==> src/rtl/irq_ring_writer.sv <==
module irq_ring_writer #(
  parameter int ADDR_W = 4,
  parameter int CHAN_W = 6,
  parameter int EVT_W  = 8,
  localparam int ENT_W = 2 + CHAN_W + EVT_W,
  localparam int DEPTH = 1 << ADDR_W
) (
  input  logic              clk,
  input  logic              rst_n,
  input  logic              ev_valid,
  output logic              ev_ready,
  input  logic [CHAN_W-1:0] ev_chan,
  input  logic [EVT_W-1:0]  ev_bits,
  input  logic [ADDR_W-1:0] hq_addr,
  input  logic              hq_we,
  input  logic [ENT_W-1:0]  hq_wdata,
  output logic [ENT_W-1:0]  hq_rdata,
  input  logic              csr_we,
  input  logic              csr_sel,
  input  logic [1:0]        csr_wdata,
  output logic [1:0]        csr_rdata,
  output logic              irq
);

  logic [ENT_W-1:0]  ring [DEPTH];
  logic [ADDR_W-1:0] wptr;
  logic              busy;
  logic [CHAN_W-1:0] chan_q;
  logic [EVT_W-1:0]  bits_q;
  logic [1:0]        stat, mask;

  logic [ENT_W-1:0] slot;
  logic slot_valid, slot_wrap, go, do_write, do_drop;
  logic [1:0] clr;

  assign slot       = ring[wptr];
  assign slot_valid = slot[ENT_W-1];
  assign slot_wrap  = slot[ENT_W-2];
  assign go         = busy && !hq_we;
  assign do_write   = go && !slot_valid;
  assign do_drop    = go && slot_valid;
  assign ev_ready   = !busy;
  assign hq_rdata   = ring[hq_addr];
  assign clr        = (csr_we && !csr_sel) ? csr_wdata : 2'b00;
  assign csr_rdata  = csr_sel ? mask : stat;
  assign irq        = |(stat & mask);

  always_ff @(posedge clk) begin
    if (!rst_n) begin
      for (int i = 0; i < DEPTH; i++) ring[i] <= '0;
    end else if (hq_we) begin
      ring[hq_addr] <= hq_wdata;
    end else if (do_write) begin
      ring[wptr] <= {1'b1, slot_wrap, chan_q, bits_q};
    end
  end

  always_ff @(posedge clk) begin
    if (!rst_n) begin
      wptr   <= '0;
      busy   <= 1'b0;
      chan_q <= '0;
      bits_q <= '0;
    end else begin
      if (do_write) wptr <= slot_wrap ? '0 : wptr + 1'b1;
      if (ev_valid && ev_ready) begin
        busy   <= 1'b1;
        chan_q <= ev_chan;
        bits_q <= ev_bits;
      end else if (go) begin
        busy <= 1'b0;
      end
    end
  end

  always_ff @(posedge clk) begin
    if (!rst_n) begin
      stat <= 2'b00;
      mask <= 2'b00;
    end else begin
      stat <= (stat & ~clr) | {do_drop, do_write};
      if (csr_we && csr_sel) mask <= csr_wdata;
    end
  end

endmodule

==> config.mk <==
export PLATFORM = sky130hd
export DESIGN_NAME = irq_ring_writer
export DESIGN_NICKNAME = d
export VERILOG_FILES = /design/src/rtl/irq_ring_writer.sv
export SDC_FILE = /design/constraint.sdc
export NUM_CORES = 1
export LEC_CHECK = 0
export BUFFER_PORTS_ARGS = -buffer_cell sky130_fd_sc_hd__buf_2
export CAP_MARGIN = 20
export CORE_ASPECT_RATIO = 1.5
export CORE_MARGIN = 2
export CORE_UTILIZATION = 49
export DETAILED_ROUTE_END_ITERATION = 10
export PLACE_DENSITY = 0.64
export SYNTH_ARGS = -nofsm -noshare
export SYNTH_HDL_FRONTEND = slang
export SYNTH_SLANG_ARGS = --single-unit
==> constraint.sdc <==
create_clock -name clk -period 7.4 [get_ports clk]
set_clock_uncertainty 0.2 [all_clocks]
set_input_delay 1.48 -clock clk [delete_from_list [all_inputs] [get_ports clk]]
set_output_delay 1.48 -clock clk [all_outputs]
set_load 0.005 [all_outputs]
# Yosys cells after proc, flatten, opt, wreduce, memory -nomap -nowiden
# Memory sizes are Yosys's and may differ from the RTL's. A register that Yosys moved wholly into a read port is not among the register bits.
# Index checks and enable logic that the tools add are counted.
[totals] reg_bits=23 latch_bits=0 mem_bits_rw=256 romBits=0 in_bits=42 out_inout_bits=20 elab_cells=47 memories=1
[mem_list] memory="ring" depth=16 word_bits=16 rd=2 rd_clocked_by_memory_dff=1 write_ports=16 line_no="25" source="logic [ENT_W-1:0] ring [DEPTH];"
[op_classes] n_addsub=1 n_mul=0 n_div=0 order_cmp=0 n_eq_ne=0 shift=0 n_mux=21 n_bitwise=4 n_reduce_logical=14
[ops] op="$mux W16" count=2
[ops] op="$reduce_or A16 Y1" count=2
[ops] op="$mux W4" count=5
[ops] op="$mux W1" count=12
[ops] op="$logic_and A1 B1 Y1" count=6
[ops] op="$add A4 B1 Y4 const B" count=1
[ops] op="$and A2 B2 Y2" count=2
[ops] op="$logic_not A1 Y1" count=4
[ops] op="$mux W2" count=2
[ops] op="$not A2 Y2" count=1
[ops] op="$or A2 B2 Y2" count=1
[ops] op="$reduce_bool A2 Y1" count=1
[ops] op="$reduce_or A2 Y1" count=1

# Logic depth before layout (Yosys ltp)
# Gate-level depths: netlist of the first run.
[logic_depth] depth_word=9 ltp_mapped=8 mapped_depth_nobuf=5

# Worst setup path before layout of the first run
# OpenSTA, ideal clock, no wires.
[synth_path] path_type="input-to-output" start="in hq_addr[0]" end="out hq_rdata[15]" t_arrival_ns=3.270 required_time_ns=5.720 path_slack_ns=2.450 stages=5 path_buffers=3 cell_sequence="clkbuf_1 -> buf_2 -> buf_2 -> mux4_2 -> mux4_2"
[synth_via] elab_chain_cells=1
[synth_rtl] element="from (decl)" line_no="14" source="input logic [ADDR_W-1:0] hq_addr,"
[synth_rtl] element="$mem_v2 Z16 W16"
[synth_rtl] element="to (decl)" line_no="17" source="output logic [ENT_W-1:0] hq_rdata,"
# No other way between the ends.

# Worst setup path in the final report of the first run
[layout_path] start="in hq_addr[0]" end="out hq_rdata[3]"
# Same word-level chain as after synthesis.

==> run_results.csv, run 1 <==
group,metric,value,unit
grt,grt_first_pass_wirelength,75.2,mm
timing,finalSetupTns,0,ns
routing,vias,11207,
timing,fmax,176,MHz
die,die_w,145,um
synthesis,async_flop_share,0,
cts,cts_setup_buffers,0,
pwr,seqPwrFrac,0.494,
grt,grt_pass1_vias,11222,
critical_path,setup.worst_path.class,"input pin to output port",
pwr,cellInternalPower,2840,uW
timing,hold_violations,0,
die,core_area,29500,um^2
routing,drt-initial-drc-count,1664,
pwr,powerDensity,227,nW/um^2
pwr,p_sw_frac,0.235,
synthesis,syn_area,14700,um^2
finish,final_nets,1106,
pwr,p_clk_frac,0.419,
routing,drc_errors,0,
cts,ctsHoldBuffers,0,
cts,insertion_delay,0.58,ns
cts,cts_resized,0,
cts,cts_buffers,28,
routing,ant_nets,0,
grt,antenna_found_initial,0,
pwr,p_sw,874,uW
pwr,p_comb_frac,0.087,
cts,cts_root_buffer,"clkbuf_16",
grt,grt.total_usage,0.328,
timing,tightest_slew,1.03,ns
die,rows,77,
grt,grt-ovfl-total,0,
critical_path,worstSetupStartpointType,"input pin",
job,maxCapViolations,0,
placed_design,place_congestion,0.914,
routing,drt-pass1-iter-count,8,
placed_design,dp_hpwl,29.6,mm
synthesis,ys_warn_count,0,
cts,clk_path_buf_depth,3,
finish,fillers,2449,
timing,finalSetupViolations,0,
die,fp.dieH,216,um
synthesis,yosysTopAreaCell,"edfxtp_1",
placed_design,numPortBuffers,61,
cts,htreeDepth,1,
grt,grt_max_degree,65,
critical_path,path_max_fanout,52,
cts,cts_tree,"yes",
timing,fin_crit_sh,0.767,
cts,cts_sinks,283,
synthesis,synth_top_cell_area_share,0.524,
synthesis,yosys_most_used_dff,"edfxtp_1",
timing,rsz0062_at_grt,"false",
finish,drive_gt1_frac,0.269,
timing,maxSlewViolCount,0,
synthesis,avgSynthCellArea,13.9,um^2
timing,slew_headroom,0.314,
routing,routed_wirelength,51.0,mm
finish,area_growth,11.6,%
synthesis,synth_nets,1097,
pwr,irDropWorstVdd,0.000177,V
routing,via_per_inst,7.58,
critical_path,required,5.72,ns
die,die_area,31400,um^2
pwr,leakage,0.00539,uW
finish,n_antenna_cell,0,
critical_path,critPathArrivalTime,4.00,ns
synthesis,synth_cell_type_count,45,
synthesis,synthTopCellsByArea,"edfxtp_1 52%, a22oi_1 12%, mux4_2 12%, dfxtp_1 3.7%, o211ai_2 3.0%",
cts,clkTransAtPathRegs,0.05,ns
die,initial_utilization,0.498,
worst_hold_path,holdCritPathClass,"flip-flop to flip-flop",
synthesis,netlist_instances,1054,
routing,avgRoutedWirePerCell,34.5,um
synthesis,synth-edff-count,256,
timing,period_needed,5.68,ns
critical_path,critPathCaptureType,"output port",
die,io_pins,62,
finish,postLayoutCoreUtil,0.556,
status,status,"complete, no violations",
synthesis,ys_ff_latch,283,
synthesis,yosysSeqAreaShare,0.561,
registers in the layout, summed over array words and instances (netlist names), named ones only:
name / cells
ring: 256
bits_q: 8
chan_q: 6
wptr: 4
mask: 2
stat: 2
busy: 1
power groups by stage:
| stage | registers (uW) | logic (uW) | clock network (uW) |
|---|---|---|---|
| 3_3_place_gp | 1870 | 315 | 0 |
| 3_5_place_dp | 1870 | 319 | 0 |
| 4_1_cts | 1840 | 320 | 1560 |
| 5_1_grt | 1840 | 338 | 1620 |
| 6_report | 1840 | 325 | 1560 |
| 2_1_floorplan | 1850 | 192 | 0 |
synthesized netlist by cell type (4+ instances only):
cell type / instances
a22oi_1: 244
o211ai_1: 11
edfxtp_1: 256
buf_4: 4
nand3_1: 26
mux4_2: 81
o211ai_2: 35
or3_1: 5
nand2_1: 52
inv_1: 5
clkbuf_1: 59
nand2b_1: 6
o22ai_1: 13
nor2_1: 11
o21ai_0: 4
nand4_1: 50
buf_2: 39
nor2b_1: 9
buf_6: 4
a21oi_1: 19
o221ai_1: 11
dfxtp_1: 27
buf_1: 16
o21ai_1: 19
mux2i_1: 16
path summary, 6_finish.rpt:
kind | to | depth (start not counted) | slack (ns) | startpoint
worst min register to register | mask[0] | 2 | 0.27 | mask[0]
worst max register to register | ring[13][6] | 7 | 3.00 | flip-flop
worst max-delay path | hq_rdata[3] | 5 | 1.72 | hq_addr[0]
worst min-delay path | mask[0] | 2 | 0.27 | mask[0]
worst max-delay path, stage by stage:
cell and delay (ns):
buf_4 0.75, buf_4 0.51, mux4_2 0.55, mux4_2 0.53, buf_2 0.15
metal layers:
layer | global-route usage | vias to the layer above | wire length (um)
li1 | - | 4497 | -
met1 | 0.415 | 5583 | 17700
met2 | 0.520 | 914 | 24100
met3 | 0.0691 | 213 | 5750
met4 | 0.198 | 0 | 3470
met5 | 0 | - | 0
cell type report:
type,count,area (um^2),area share
repair buffers,101,633,0.0387
inverters,5,18.8,0.00115
flip-flops and latches,283,8230,0.502
well taps,395,494,0.0302
multi-input cells,644,6020,0.368
clock inverters,16,236,0.0144
clock buffers,35,748,0.0457
layout by cell type, fill, tap and decap left out, types with 4 or more instances in the layout:
| cell | count |
|---|---|
| o21ai_4 | 4 |
| a22oi_1 | 244 |
| edfxtp_1 | 256 |
| mux2i_1 | 16 |
| o22ai_1 | 13 |
| nand3_1 | 25 |
| clkbuf_1 | 6 |
| dfxtp_1 | 27 |
| nor2b_1 | 6 |
| nand2b_1 | 5 |
| buf_4 | 39 |
| nor2_1 | 10 |
| or3_1 | 4 |
| o221ai_2 | 11 |
| o211ai_2 | 34 |
| o211ai_1 | 11 |
| o21ai_0 | 4 |
| clkinv_1 | 4 |
| clkbuf_16 | 29 |
| nand2_1 | 50 |
| bufinv_16 | 6 |
| buf_2 | 60 |
| mux4_2 | 81 |
| nand4_1 | 50 |
| o21ai_1 | 18 |
| a21oi_1 | 19 |
| inv_1 | 5 |
cell families (layout without fill, tap and decap cells):
family	count (synthesis)	count (layout)	synth area share
adders and majority gates	1	1	0.000853
buffers and inverters	127	157	0.0389
DFF	283	283	0.561
and+or+nand+nor	166	166	0.0580
AOI/OAI and AO/OA	378	378	0.205
muxes	99	99	0.137
per-stage QoR:
step                      power [uW]  worst slack, ns  std cells  instance area, um^2  hold WS [ns]
after global placement          2180             1.68       1426                15400         0.264
after detailed placement        2190             1.65       1428                15400         0.270
after floorplan                 2040             2.45       1054                14700         0.246
after CTS                       3710             1.65       1479                16400         0.280
after global routing            3800             1.54       1479                16400         0.312
final                           3720             1.72       1479                16400         0.274
Note: power is estimated with default switching activity, not from simulation.
==> inputs of run 2 (changes only) <==
- ABC_AREA: not set -> 1
- PLACE_DENSITY: 0.64 -> 0.66
- clock period: 7.4 -> 5.2 ns (I/O delays scaled with it)
==> run 2 against run 1 <==
  * Clock power grew 32%
  * Worst hold slack better by 0.011 ns
  * Cell count rose by 17%
  * Non-clock buffer count is 7 higher
  * Combinational power grew 80%
  * First-iteration DRC count shrank 35%
  * Total power grew 41%
  * Sequential share of layout area increased by 2.5 points
  * Sequential power increased by 42%
  * Synthesized cell count increased by 25%
  * Via count fell by 7.3%
  * Critical endpoint is now hq_rdata[6]
==> run_results.csv, run 2 <==
group,metric,value,unit
grt,grt-ovfl-total,0,
synthesis,ys_warn_count,0,
timing,slew_headroom,0.299,
routing,routed_wirelength,38.5,mm
finish,n_antenna_cell,0,
routing,avgRoutedWirePerCell,22.2,um
job,maxCapViolations,0,
die,core_area,28600,um^2
critical_path,worstPathCellList,"buf_2, inv_1, o221ai_1, nand3_1, nand2_1, buf_2",
finish,largest_registers,"ring (256), bits_q (8), chan_q (6)",
critical_path,required,3.96,ns
grt,grt_pass1_vias,10295,
die,rows,76,
critical_path,critPathArrivalTime,2.68,ns
critical_path,critPathCaptureType,"output port",
routing,met1Wirelength,14.8,mm
synthesis,synth_simple_gate_area_frac,0.224,
synthesis,synth_top_cell_area_share,0.541,
grt,grt_first_pass_wirelength,59.7,mm
die,die_w,143,um
pwr,p_sw,1320,uW
finish,area_growth,9.71,%
timing,hold_violations,0,
synthesis,synthAdderAreaFrac,0.000880,
pwr,p_total,5250,uW
routing,vias,10392,
synthesis,synthMuxAreaShare,0,
routing,wl_met2,19.3,mm
routing,via_per_inst,5.99,
critical_path,worst_r2r_path_depth,13,
placed_design,placed_cells,1682,
critical_path,crit_path_max_incr_delay,0.66,ns
routing,wl_met3,2.92,mm
timing,setup_slack,1.28,ns
cts,cts_buffers,28,
synthesis,yosysTopAreaCell,"edfxtp_1",
cts,clkTransAtPathRegs,0.06,ns
synthesis,synth_compound_area_frac,0.126,
pwr,seqPwrFrac,0.497,
finish,largest_register_ffs,256,
synthesis,yosysMostFrequentCell,"edfxtp_1",
cts,cts_sinks,283,
timing,maxSlewViolCount,0,
synthesis,synth_cell_type_count,30,
die,die_area,30400,um^2
placed_design,dp_hpwl,23.6,mm
critical_path,slowest_stage,"inv_1",
finish,final_nets,1365,
pwr,cellInternalPower,3930,uW
synthesis,async_flop_share,0,
pwr,leakage,0.00531,uW
cts,insertion_delay,0.55,ns
routing,ant_nets,0,
timing,rsz0062_at_grt,"false",
timing,fin_hold_ws,0.286,ns
cts,cts_resized,0,
critical_path,setup.worst_path.class,"input pin to output port",
synthesis,avgSynthCellArea,10.8,um^2
pwr,p_comb_frac,0.111,
critical_path,crit_start,"hq_addr[2]",
synthesis,syn_area,14200,um^2
synthesis,netlist_top_cells_count,"256 x edfxtp_1, 170 x o21ai_0, 162 x nor2_1",
timing,tightest_slew,1.05,ns
pwr,irDropWorstVdd,0.000237,V
routing,drt-pass1-iter-count,5,
routing,highest_layer,"met4",
cts,cts_tree,"yes",
critical_path,cpMostUsedCell,"buf_2",
synthesis,synthTopCellsByArea,"edfxtp_1 54%, nor3_2 7.9%, o21ai_0 6.0%, nor3_1 5.2%, nor2_1 4.3%",
finish,final_common_cell,"edfxtp_1",
status,status,"complete, no violations",
critical_path,worstSetupStartpointType,"input pin",
synthesis,yosys_most_used_dff,"edfxtp_1",
cts,htreeDepth,1,
die,fp.dieH,213,um
critical_path,path_max_fanout,19,
placed_design,place_congestion,0.905,
timing,period_needed,3.92,ns
finish,final_cell_mix,"256 x edfxtp_1, 162 x nor2_1, 154 x o21ai_0",
critical_path,rr_endpoint,"ring[4][4]",
synthesis,ys_ff_latch,283,
pwr,p_sw_frac,0.252,
grt,grt.total_usage,0.259,
finish,top_register,"ring",
placed_design,numPortBuffers,61,
grt,grt_max_degree,138,
worst_hold_path,holdCritPathClass,"flip-flop to flip-flop",
pwr,p_clk_frac,0.392,
routing,drc_errors,0,
cts,ctsHoldBuffers,0,
finish,drive_gt1_frac,0.234,
placed_design,pre_cts_slack,1.18,ns
cts,clk_path_buf_depth,3,
pwr,powerDensity,337,nW/um^2
synthesis,synth_xor_area_frac,0,
timing,finalSetupViolations,0,
timing,finalSetupTns,0,ns
cts,cts_setup_buffers,0,
timing,fin_crit_sh,0.753,
routing,drt-initial-drc-count,1081,
synthesis,yosysSeqAreaShare,0.579,
synthesis,synth_top_family_by_area,"simple AND/OR/NAND/NOR gates",
timing,fmax,255,MHz
finish,final_cells,1734,
die,initial_utilization,0.497,
critical_path,rrSetupSlack,1.65,ns
die,io_pins,62,
synthesis,netlist_instances,1320,
cts,cts_root_buffer,"clkbuf_16",
synthesis,synth_nets,1363,
critical_path,endpoint,"hq_rdata[6]",
synthesis,synth-edff-count,256,
grt,antenna_found_initial,0,
==> run 2: cell types whose count changed after synthesis, sizes merged, moves of 36 or more <==
cell,before,now
a22oi,244,0
inv,5,51
mux4,81,0
nand2,52,94
nand4,50,1
nor2,11,164
nor3,2,259
o21ai,26,185
o221ai,12,48
==> run 2: cell families after synthesis <==
kind of cell | count (synthesis)
adders and majority gates | 1
DFF | 283
buffers and inverters | 188
and+or+nand+nor | 570
AOI/OAI and AO/OA | 278
==> run 2: critical path: cells and delay by family <==
family / cells / cell delay (ns)
AND/OR/NAND/NOR: 2 / 0.25
buffers and inverters: 3 / 0.91
AO/OA/AOI/OAI: 1 / 0.47
==> run 2: routing by layer <==
| metal | track usage | up-vias |
|---|---|---|
| met2 | 0.443 | 474 |
| li1 | - | 4812 |
| met1 | 0.334 | 5020 |
| met5 | 0 | - |
| met4 | 0.105 | 0 |
| met3 | 0.0329 | 86 |
==> run 2: area by class of cell <==
type	instances	area, um^2
Fill cell	2477	13000
Timing Repair Buffer	108	686
Inverter	52	196
Tap cell	390	488
Clock inverter	17	176
Multi-Input combinational cell	849	5080
Sequential cell	283	8230
Clock buffer	35	748
==> run 2: power by group through the flow <==
stage / sequential, uW / combinational (uW) / clock (uW)
after floorplan: 2650 / 395 / 0
after global placement: 2650 / 578 / 0
after detailed placement: 2660 / 584 / 0
after CTS: 2610 / 586 / 2090
after global routing: 2620 / 636 / 2160
final: 2610 / 585 / 2060
==> run 2: metrics by stage <==
step	util	instance area [um^2]
floorplan	-	14200
global placement	0.513	14700
detailed placement	0.513	14700
CTS	0.545	15600
global route	0.545	15600
finish	0.545	15600
==> run 2: how the worst min path moves through the flow <==
| stage | startpoint | endpoint | depth (start not counted) |
|---|---|---|---|
| floorplan | stat[1] | stat[1] | 2 |
| global placement | stat[0] | stat[0] | 2 |
| detailed placement | stat[1] | stat[1] | 2 |
| CTS | stat[0] | stat[0] | 2 |
| global route | stat[0] | stat[0] | 2 |
| finish | stat[0] | stat[0] | 2 |
==> inputs of run 3 (changes only) <==
- ABC_AREA: 1 -> 0
- PLACE_DENSITY: 0.66 -> 0.64
- clock period: 5.2 -> 3.7 ns (I/O delays scaled with it)
==> run 3 against run 2 <==
  * Utilization rose by 2.2 points
  * Cell area is 7.2% higher
  * Cell count fell by 12%
  * Worst hold slack worse by 0.068 ns
  * Critical endpoint is now hq_rdata[15]
  * Largest cell class unchanged
  * Largest power group unchanged
==> run_results.csv, run 3 (synthesis results as in run 1) <==
group,metric,value,unit
status,status,"complete, no violations",
placed_design,pre_cts_slack,0.196,ns
routing,ant_nets,0,
grt,antenna_found_initial,0,
critical_path,rrSetupSlack,0.37,ns
routing,drt-pass1-iter-count,5,
cts,cts_resized,0,
pwr,irDropWorstVdd,0.000362,V
finish,largest_registers,"ring (256), bits_q (8), chan_q (6)",
placed_design,place_congestion,0.929,
timing,hold_violations,0,
routing,via_per_inst,7.42,
timing,period_needed,3.52,ns
finish,final_nets,1151,
worst_hold_path,whs_path_depth,3,
timing,finalSetupViolations,0,
finish,seqCellArea,8230,um^2
routing,drt-initial-drc-count,1815,
die,io_pins,62,
finish,multi_input_area,6020,um^2
finish,final_cell_mix,"256 x edfxtp_1, 244 x a22oi_1, 81 x mux4_2",
placed_design,numPortBuffers,61,
finish,final_common_cell,"edfxtp_1",
die,die_area,31400,um^2
cts,clk_path_buf_depth,3,
routing,avgRoutedWirePerCell,32.8,um
cts,ctsHoldBuffers,0,
die,core_area,29500,um^2
timing,fin_hold_ws,0.218,ns
worst_hold_path,min_to,"chan_q[0]",
routing,vias,11305,
cts,cts_root_buffer,"clkbuf_16",
cts,cts_setup_buffers,0,
timing,slew_headroom,0.391,
cts,cts_buffers,27,
worst_hold_path,hp-start,"ev_chan[0]",
finish,area_growth,14.0,%
grt,grt_pass1_vias,11438,
finish,largest_register_ffs,256,
pwr,p_total,7270,uW
routing,routed_wirelength,49.9,mm
finish,final_cell_area,16700,um^2
placed_design,placed_cell_area,15800,um^2
timing,fmax,284,MHz
routing,drc_errors,0,
timing,fin_crit_sh,0.951,
die,fp.dieH,216,um
die,die_w,145,um
timing,rsz0062_at_grt,"false",
cts,cts_tree,"yes",
critical_path,path_max_fanout,21,
finish,n_antenna_cell,0,
pwr,leakage,0.00561,uW
finish,top_register,"ring",
worst_hold_path,holdCritPathClass,"input pin to flip-flop",
grt,grt_max_degree,71,
finish,drive_gt1_frac,0.298,
critical_path,worst_r2r_path_depth,6,
critical_path,worstSetupStartpointType,"input pin",
pwr,powerDensity,434,nW/um^2
grt,grt.total_usage,0.315,
timing,tightest_slew,0.914,ns
critical_path,required,2.76,ns
critical_path,rr_endpoint,"ring[10][12]",
critical_path,setup.worst_path.class,"input pin to output port",
critical_path,critPathArrivalTime,2.58,ns
timing,finalSetupTns,0,ns
die,rows,77,
cts,insertion_delay,0.55,ns
timing,setup_slack,0.182,ns
grt,grt_first_pass_wirelength,73.2,mm
die,initial_utilization,0.498,
cts,htreeDepth,1,
cts,cts_sinks,283,
placed_design,dp_hpwl,32.4,mm
cts,clkTransAtPathRegs,0.06,ns
job,maxCapViolations,0,
grt,grt-ovfl-total,0,
critical_path,critPathCaptureType,"output port",
finish,fillers,2450,
timing,maxSlewViolCount,0,
## run 3: changes by cell type in the layout (fill, tap and decap cells not counted), sizes merged, moves of 39 or more
| cell | before | now |
|---|---|---|
| buf | 108 | 147 |
| nand2 | 94 | 52 |
| o21ai | 185 | 26 |
| nand4 | 1 | 50 |
| nor2 | 164 | 11 |
| a22oi | 0 | 244 |
| nor3 | 259 | 2 |
| mux4 | 0 | 81 |
| inv | 50 | 6 |
## run 3: report_power, final
part	switching [uW]	leakage, uW	internal, uW
logic	406	0.00228	265
registers	79.7	0.00289	3600
clock network	1230	0.000444	1680
## run 3: worst max path at each step
stage,to,slack [ns],from,depth (start not counted)
floorplan,ring[9][0],0.16,hq_addr[0],7
global placement,hq_rdata[13],0.20,hq_addr[0],5
detailed placement,hq_rdata[13],0.20,hq_addr[0],5
CTS,hq_rdata[13],0.19,hq_addr[0],5
global route,hq_rdata[13],0.12,hq_addr[0],5
finish,hq_rdata[15],0.18,hq_addr[0],5
## run 3: through the flow
step           utilization  instances
5_1_grt              0.567       1523
3_3_place_gp         0.537       1474
2_1_floorplan            -       1054
3_5_place_dp         0.537       1474
4_1_cts              0.567       1523
6_report             0.567       1523
## run 3: layer usage
metal / vias to the layer above / global-route usage / wire length, um
met2: 925 / 0.529 / 24400
li1: 4594 / - / -
met5: - / 0 / 0
met1: 5578 / 0.384 / 16900
met4: 0 / 0.190 / 3410
met3: 208 / 0.0518 / 5170
## run 3: area by class of cell
cell class,instances,share of cell area
clock buffers,30,0.0411
clock inverters,19,0.0131
inverters,5,0.00112
multi-input cells,644,0.360
flip-flops and latches,283,0.492
well taps,395,0.0295
repair buffers,147,0.0637
## run 3: worst max-delay path: stages
cell and delay, ns:
buf_4 0.40, buf_12 0.24, mux4_2 0.50, mux4_2 0.53, buf_2 0.16
